### src/rtl/sidx_agu.sv
module sidx_agu #(
  parameter int XLEN        = 32,
  parameter int REGW        = 5,
  parameter int SHW         = 5,
  parameter logic [5:0] FUNC_LOAD  = 6'h38,
  parameter logic [5:0] FUNC_STORE = 6'h39
) (
  input  logic            clk,
  input  logic            rst_n,
  input  logic            instr_valid,
  input  logic [31:0]     instr,
  input  logic [XLEN-1:0] base_val,
  input  logic [XLEN-1:0] index_val,
  output logic [XLEN-1:0] eff_addr,
  output logic [REGW-1:0] elem_reg,
  output logic            load_stb,
  output logic            store_stb,
  output logic            unknown_op
);

  localparam int STW = SHW + 1;

  logic [5:0]      opcode, funct;
  logic [SHW-1:0]  sh;
  logic [STW-1:0]  stride;
  logic            is_ld, is_st, hit;
  logic [XLEN-1:0] pp [STW];
  logic [XLEN-1:0] sum [STW+1];

  assign opcode = instr[31:26];
  assign funct  = instr[5:0];
  assign sh     = instr[10:6];
  assign stride = (sh == '0) ? STW'(1 << SHW) : {1'b0, sh};
  assign is_ld  = instr_valid && opcode == 6'd0 && funct == FUNC_LOAD;
  assign is_st  = instr_valid && opcode == 6'd0 && funct == FUNC_STORE;
  assign hit    = is_ld || is_st;

  assign sum[0] = base_val;
  for (genvar i = 0; i < STW; i++) begin : g_pp
    assign pp[i]    = stride[i] ? (index_val << i) : '0;
    assign sum[i+1] = sum[i] + pp[i];
  end

  always_ff @(posedge clk) begin
    if (!rst_n) begin
      eff_addr   <= '0;
      elem_reg   <= '0;
      load_stb   <= 1'b0;
      store_stb  <= 1'b0;
      unknown_op <= 1'b0;
    end else begin
      load_stb   <= is_ld;
      store_stb  <= is_st;
      unknown_op <= instr_valid && !hit;
      if (hit) begin
        eff_addr <= sum[STW];
        elem_reg <= instr[15:11];
      end
    end
  end


  strobe_excl_chk: assert property (@(posedge clk) disable iff (!rst_n)
    $onehot0({load_stb, store_stb, unknown_op}));


  addr_value_chk: assert property (@(posedge clk) disable iff (!rst_n)
    hit |=> eff_addr == XLEN'($past(base_val) + $past(index_val) *
      (($past(instr[10:6]) == 5'd0) ? XLEN'(32) : XLEN'($past(instr[10:6])))));


  hold_addr_chk: assert property (@(posedge clk) disable iff (!rst_n)
    !(load_stb || store_stb) |-> $stable(eff_addr) && $stable(elem_reg));


  idle_quiet_chk: assert property (@(posedge clk) disable iff (!rst_n)
    !instr_valid |=> !load_stb && !store_stb && !unknown_op);

endmodule

### config.mk
export PLATFORM = sky130hd
export DESIGN_NAME = sidx_agu
export DESIGN_NICKNAME = d
export VERILOG_FILES = /design/src/rtl/sidx_agu.sv
export SDC_FILE = /design/constraint.sdc
export NUM_CORES = 1
export LEC_CHECK = 0
export BUFFER_PORTS_ARGS = -buffer_cell sky130_fd_sc_hd__buf_2
export CAP_MARGIN = 20
export CORE_UTILIZATION = 45
export CTS_CLUSTER_DIAMETER = 50
export DETAILED_ROUTE_END_ITERATION = 7
export HOLD_SLACK_MARGIN = 0.12
export PLACE_DENSITY = 0.72
export REMOVE_ABC_BUFFERS = 1
export SYNTH_ARGS = -nofsm -noshare
export SYNTH_HDL_FRONTEND = slang
export SYNTH_SLANG_ARGS = --single-unit
### constraint.sdc
create_clock -name clk -period 8.5 [get_ports clk]
set_input_delay 2.125 -clock clk [delete_from_list [all_inputs] [get_ports clk]]
set_output_delay 2.125 -clock clk [all_outputs]
set_load 0.01 [all_outputs]
# Word-level counts from Yosys, hierarchy flattened
# Cells that the tools add are included.
[op_classes]
addsub = 6
n_eq_ne = 2
n_reduce_logical = 8
mux = 7
[op_table]
columns = ["operator", "n"]
rows = [
  ["32-bit adder", 6],
  ["32-bit two-way mux", 6],
  ["6-bit == test, second input constant", 2],
  ["6-bit logical NOT", 1],
  ["6-bit two-way mux", 1],
  ["5-bit logical NOT", 1],
  ["1-bit logical AND", 4],
  ["1-bit logical NOT", 1],
  ["1-bit logical OR", 1],
]
[word_totals]
in_bits = 99
register_bits = 40
output_inout_bits = 40
wordCells = 28

# Depth between registers and ports, before layout
[depth]
word_depth = 9
mapped_depth = 21
depth_no_buf = 19

# Least setup slack after synthesis
# OpenSTA, ideal clock, no wires.
[synth_timing]
kind = "input-to-reg"
start = "in instr[6]"
end = "reg eff_addr[31]"
n_path_buf = 2
cell_stages = 21
t_required_ns = 8.426
setup_ns = 0.074
slack_ns = 1.047
t_arrival_ns = 7.379
path_cell_list = "or4_1 -> nor2_1 -> clkbuf_1 -> nand2_1 -> fa_1 -> inv_1 -> fa_1 -> fa_1 -> inv_1 -> fa_1 -> inv_1 -> ha_1 -> buf_6 -> a21oi_4 -> or3b_1 -> o211a_1 -> o211ai_2 -> a21oi_2 -> o311a_1 -> or3_1 -> a31oi_1"
[synth_via]
elab_chain_len = 9
elab_cells_between_ends = 14
classes_between = "6 x add/sub; 7 x mux; 1 x reduce/logical"
[synth_rtl]
columns = ["item", "line", "source"]
rows = [
  ["start, declared", "11", "input logic [31:0] instr,"],
  ["5-bit logical NOT", "33", "assign stride = (sh == '0) ? STW'(1 << SHW) : {1'b0, sh};"],
  ["6-bit two-way mux (*)", "33", ""],
  ["32-bit two-way mux", "40", "assign pp[i] = stride[i] ? (index_val << i) : '0;"],
  ["32-bit adder (5 in a row)", "41", "assign sum[i+1] = sum[i] + pp[i];"],
  ["32-bit adder (*)", "41", ""],
  ["end signal, assigned", "56", "eff_addr <= sum[STW];"],
  ["end, declared", "14", "output logic [XLEN-1:0] eff_addr,"],
]
# Mark *: on every way between the ends. The rest lies on a longest branch, timed or not.
# A chain may end at the register's enable or synchronous reset.

# Final worst setup path
[layout_timing]
start = "in instr[6]"
end = "reg eff_addr[30]"
# The elaborated chain is that of the path after synthesis.

==> metrics.txt <==
outcome=complete, no violations; HPWL after DPL=13.35 mm; CTS resizes=0; Final Hold Fails=0; Final Slew Violations=0; Port Buffers=128; achievable frequency=131.8 MHz; initial antenna violation count=0; Inst Count DP=1183; area grow syn2layout=14.01%; Max VDD drop=92.29 uV; post-DR vias/cell=4.937; cell row count=46; Multi-input gate area=0.005709 sq mm; largest net degree at the start of global routing=41; WL final=16.05 mm; Clk pin slew, worst setup/hold paths=0.06 ns; CTS root buffer=clkbuf_16; CTS tree=yes; Max Cap Viol=0; die width=129.3 um; async set or reset register ratio after synthesis=0%; WHS=0.4484 ns; Finished Layout Cells=1192; layout cells sized above 1=15.98%; FF/Latch Area=800.8 sq um; Synthesis Warnings=0; worst r2r dst=eff_addr[28]$_SDFFE_PN0P_; Final Skew=0 ns; H-tree depth=2; Hold Startpoint=eff_addr[7]$_SDFFE_PN0P_; gpl congestion=0.8059; first-pass GRT wire length=28.01 mm; Sequential Power Share=10.7%; vias in the first global route=6146; final setup margin=0.9107 ns; most frequent cells in the layout=178 x inv_1, 140 x fa_1, 139 x nand2_1; r2r setup slk=7.68 ns; synthesis-stage register bit count=40; Die Y=129.3 um; max reg flops=32; DRT Pass-1 Iters=4; IO Count=139; Fill cells=1542; unrepaired setup endpoints after global routing=no; Max FO, Critical Path=27; WHS Path Cells=2; hold path endpoint=eff_addr[7]$_SDFFE_PN0P_; Fin Setup TNS=0 ns; unique cell type count in the Yosys netlist=53; Worst Path Required=8.71 ns; Die ar.=0.01673 sq mm; r2r startpoint=eff_addr[28]$_SDFFE_PN0P_; Core Box Area=0.01583 sq mm; Final Critical Period=7.589 ns; ANT cells=0; Routed WL per cell=13.46 um; total CTS buffers=5; number of synthesized flops with an enable pin=0; Final Util=52.55%; crit path launch type=input port; Nets=1248; CTS sink cnt=40; crit path capture type=flip-flop; post-synthesis cell area=0.007296 sq mm; DR iter-0 viols=242; ANT nets after route=0; total track usage=20.87%; HP Class=reg2reg; NetSw=0.0008516 W; DR vias=5885; Seq/Total Area, Yosys=10.98%; Sw Share=48.67%; hold_buf cts=0; drt drc=0; Initial Utilization=46.09%; Avg Inst Size Synth=8.474 sq um; # setup viols final=0; setup bufs post-CTS=0; Top FF cell, synth=dfxtp_1; arrival time worst endpoint=7.80 ns; Slew @ Worst Pin=0.5260 ns; post-route clock period utilization=89.29%; Crit Path Category=in2reg; relative slew slack=64.89%; P_leak=4.285 nW; Clk network pwr share=10.7%; pre-CTS WS=0.6791 ns; P_int=0.0008981 W; Mapped Cells=861; part of the power in combinational logic=78.6%; GRT overflow=0; Clock Tree Buf Depth=2; clk_lat worst skew=0.27 ns; Reg2Reg Depth=3; commonest non-fill, non-tap cell in the layout=inv_1; cell area power density=210.4 mW/mm^2
-- power groups by stage --
| stage | sequential, W | clock, W | combinational, W |
|---|---|---|---|
| floorplan | 0.000192 | 0 | 0.00108 |
| global placement | 0.000192 | 0 | 0.00136 |
| detailed placement | 0.000192 | 0 | 0.00138 |
| CTS | 0.000188 | 0.000189 | 0.00139 |
| global route | 0.000188 | 0.000196 | 0.00159 |
| finish | 0.000188 | 0.000187 | 0.00137 |
-- cell usage after synthesis, types with 2 or more instances --
cell type    n  area [sq um]
xnor2_1     19         166.4
o41ai_1      2         17.52
clkbuf_1    30         112.6
nor2b_1      2         12.51
nor2_1      22         82.58
a211o_1      2         17.52
ha_1        34         425.4
or4_1        3         22.52
a41oi_2      2         32.53
mux2i_1      3         30.03
a211oi_1     9         67.56
o211ai_1     2         15.01
dfxtp_1     40         800.8
o21ai_0     15         75.07
nor4_1       3         18.77
and3_1       4         25.02
and2_1      93         581.8
nand4_1      5         31.28
o21a_1       2         15.01
nand2_1    139         521.8
fa_1       140          2803
or3_1        3         18.77
o21ai_1      3         15.01
a31oi_1      4         25.02
nand2b_1     3         18.77
a21oi_1     38         190.2
inv_1      178         668.1
nand3_1     10         50.05
xor2_1      11         96.34
nor3b_1      2         15.01
o21bai_1     2         15.01
nor3_1       3         15.01
or2_2        4         25.02
a21o_1      10         75.07
-- cells by family after synthesis --
group	count (synthesis)	share of synthesized area [%]
flops	40	10.98
mux	3	0.4116
buf+inv	209	10.86
fa+ha+maj	174	44.25
simple gates	299	20.07
xor+xnor	30	3.601
compound gates	106	9.844
-- cell type report --
class	instances	share of cell area, %
well taps	216	3.249
clock buffers	8	1.760
repair buffers	138	8.694
flip-flops and latches	40	9.627
inverters	178	8.032
multi-input cells	612	68.64
-- worst max path at each step --
stage,from,to,cells after the start
6_report,instr[6],eff_addr[30]$_SDFFE_PN0P_,21
5_1_grt,instr[6],eff_addr[30]$_SDFFE_PN0P_,21
4_1_cts,instr[6],eff_addr[30]$_SDFFE_PN0P_,19
3_5_place_dp,instr[6],eff_addr[30]$_SDFFE_PN0P_,21
3_3_place_gp,instr[6],eff_addr[30]$_SDFFE_PN0P_,21
2_1_floorplan,instr[6],eff_addr[31]$_SDFFE_PN0P_,19
-- critical path: stages --
cell and delay [ns]:
buf_2 0.16, or4_1 0.53, nor2_1 0.10, buf_4 0.30, nand2_1 0.12, fa_1 0.49
inv_1 0.05, fa_1 0.45, fa_1 0.50, inv_1 0.05, fa_1 0.47, inv_1 0.05
ha_1 0.33, a211oi_1 0.35, o21ai_1 0.20, a31oi_1 0.24, o211ai_1 0.16, a41oi_2 0.25
o22ai_1 0.17, o41ai_1 0.45, mux2i_1 0.23
-- layer usage --
metal,global-route usage [%],routed length [um],vias to the layer above
met5,0,0,-
li1,-,-,2847
met1,27.06,7084,2914
met2,38.36,8187,112
met4,3.253,134,0
met3,1.858,639,12
-- metrics by stage --
stage / total power [W] / instance area [sq um]
6_report: 0.001750 / 8318
5_1_grt: 0.001970 / 8318
4_1_cts: 0.001766 / 8303
3_5_place_dp: 0.001569 / 8157
3_3_place_gp: 0.001549 / 8157
2_1_floorplan: 0.001276 / 7172
(Power assumes the default switching activity.)
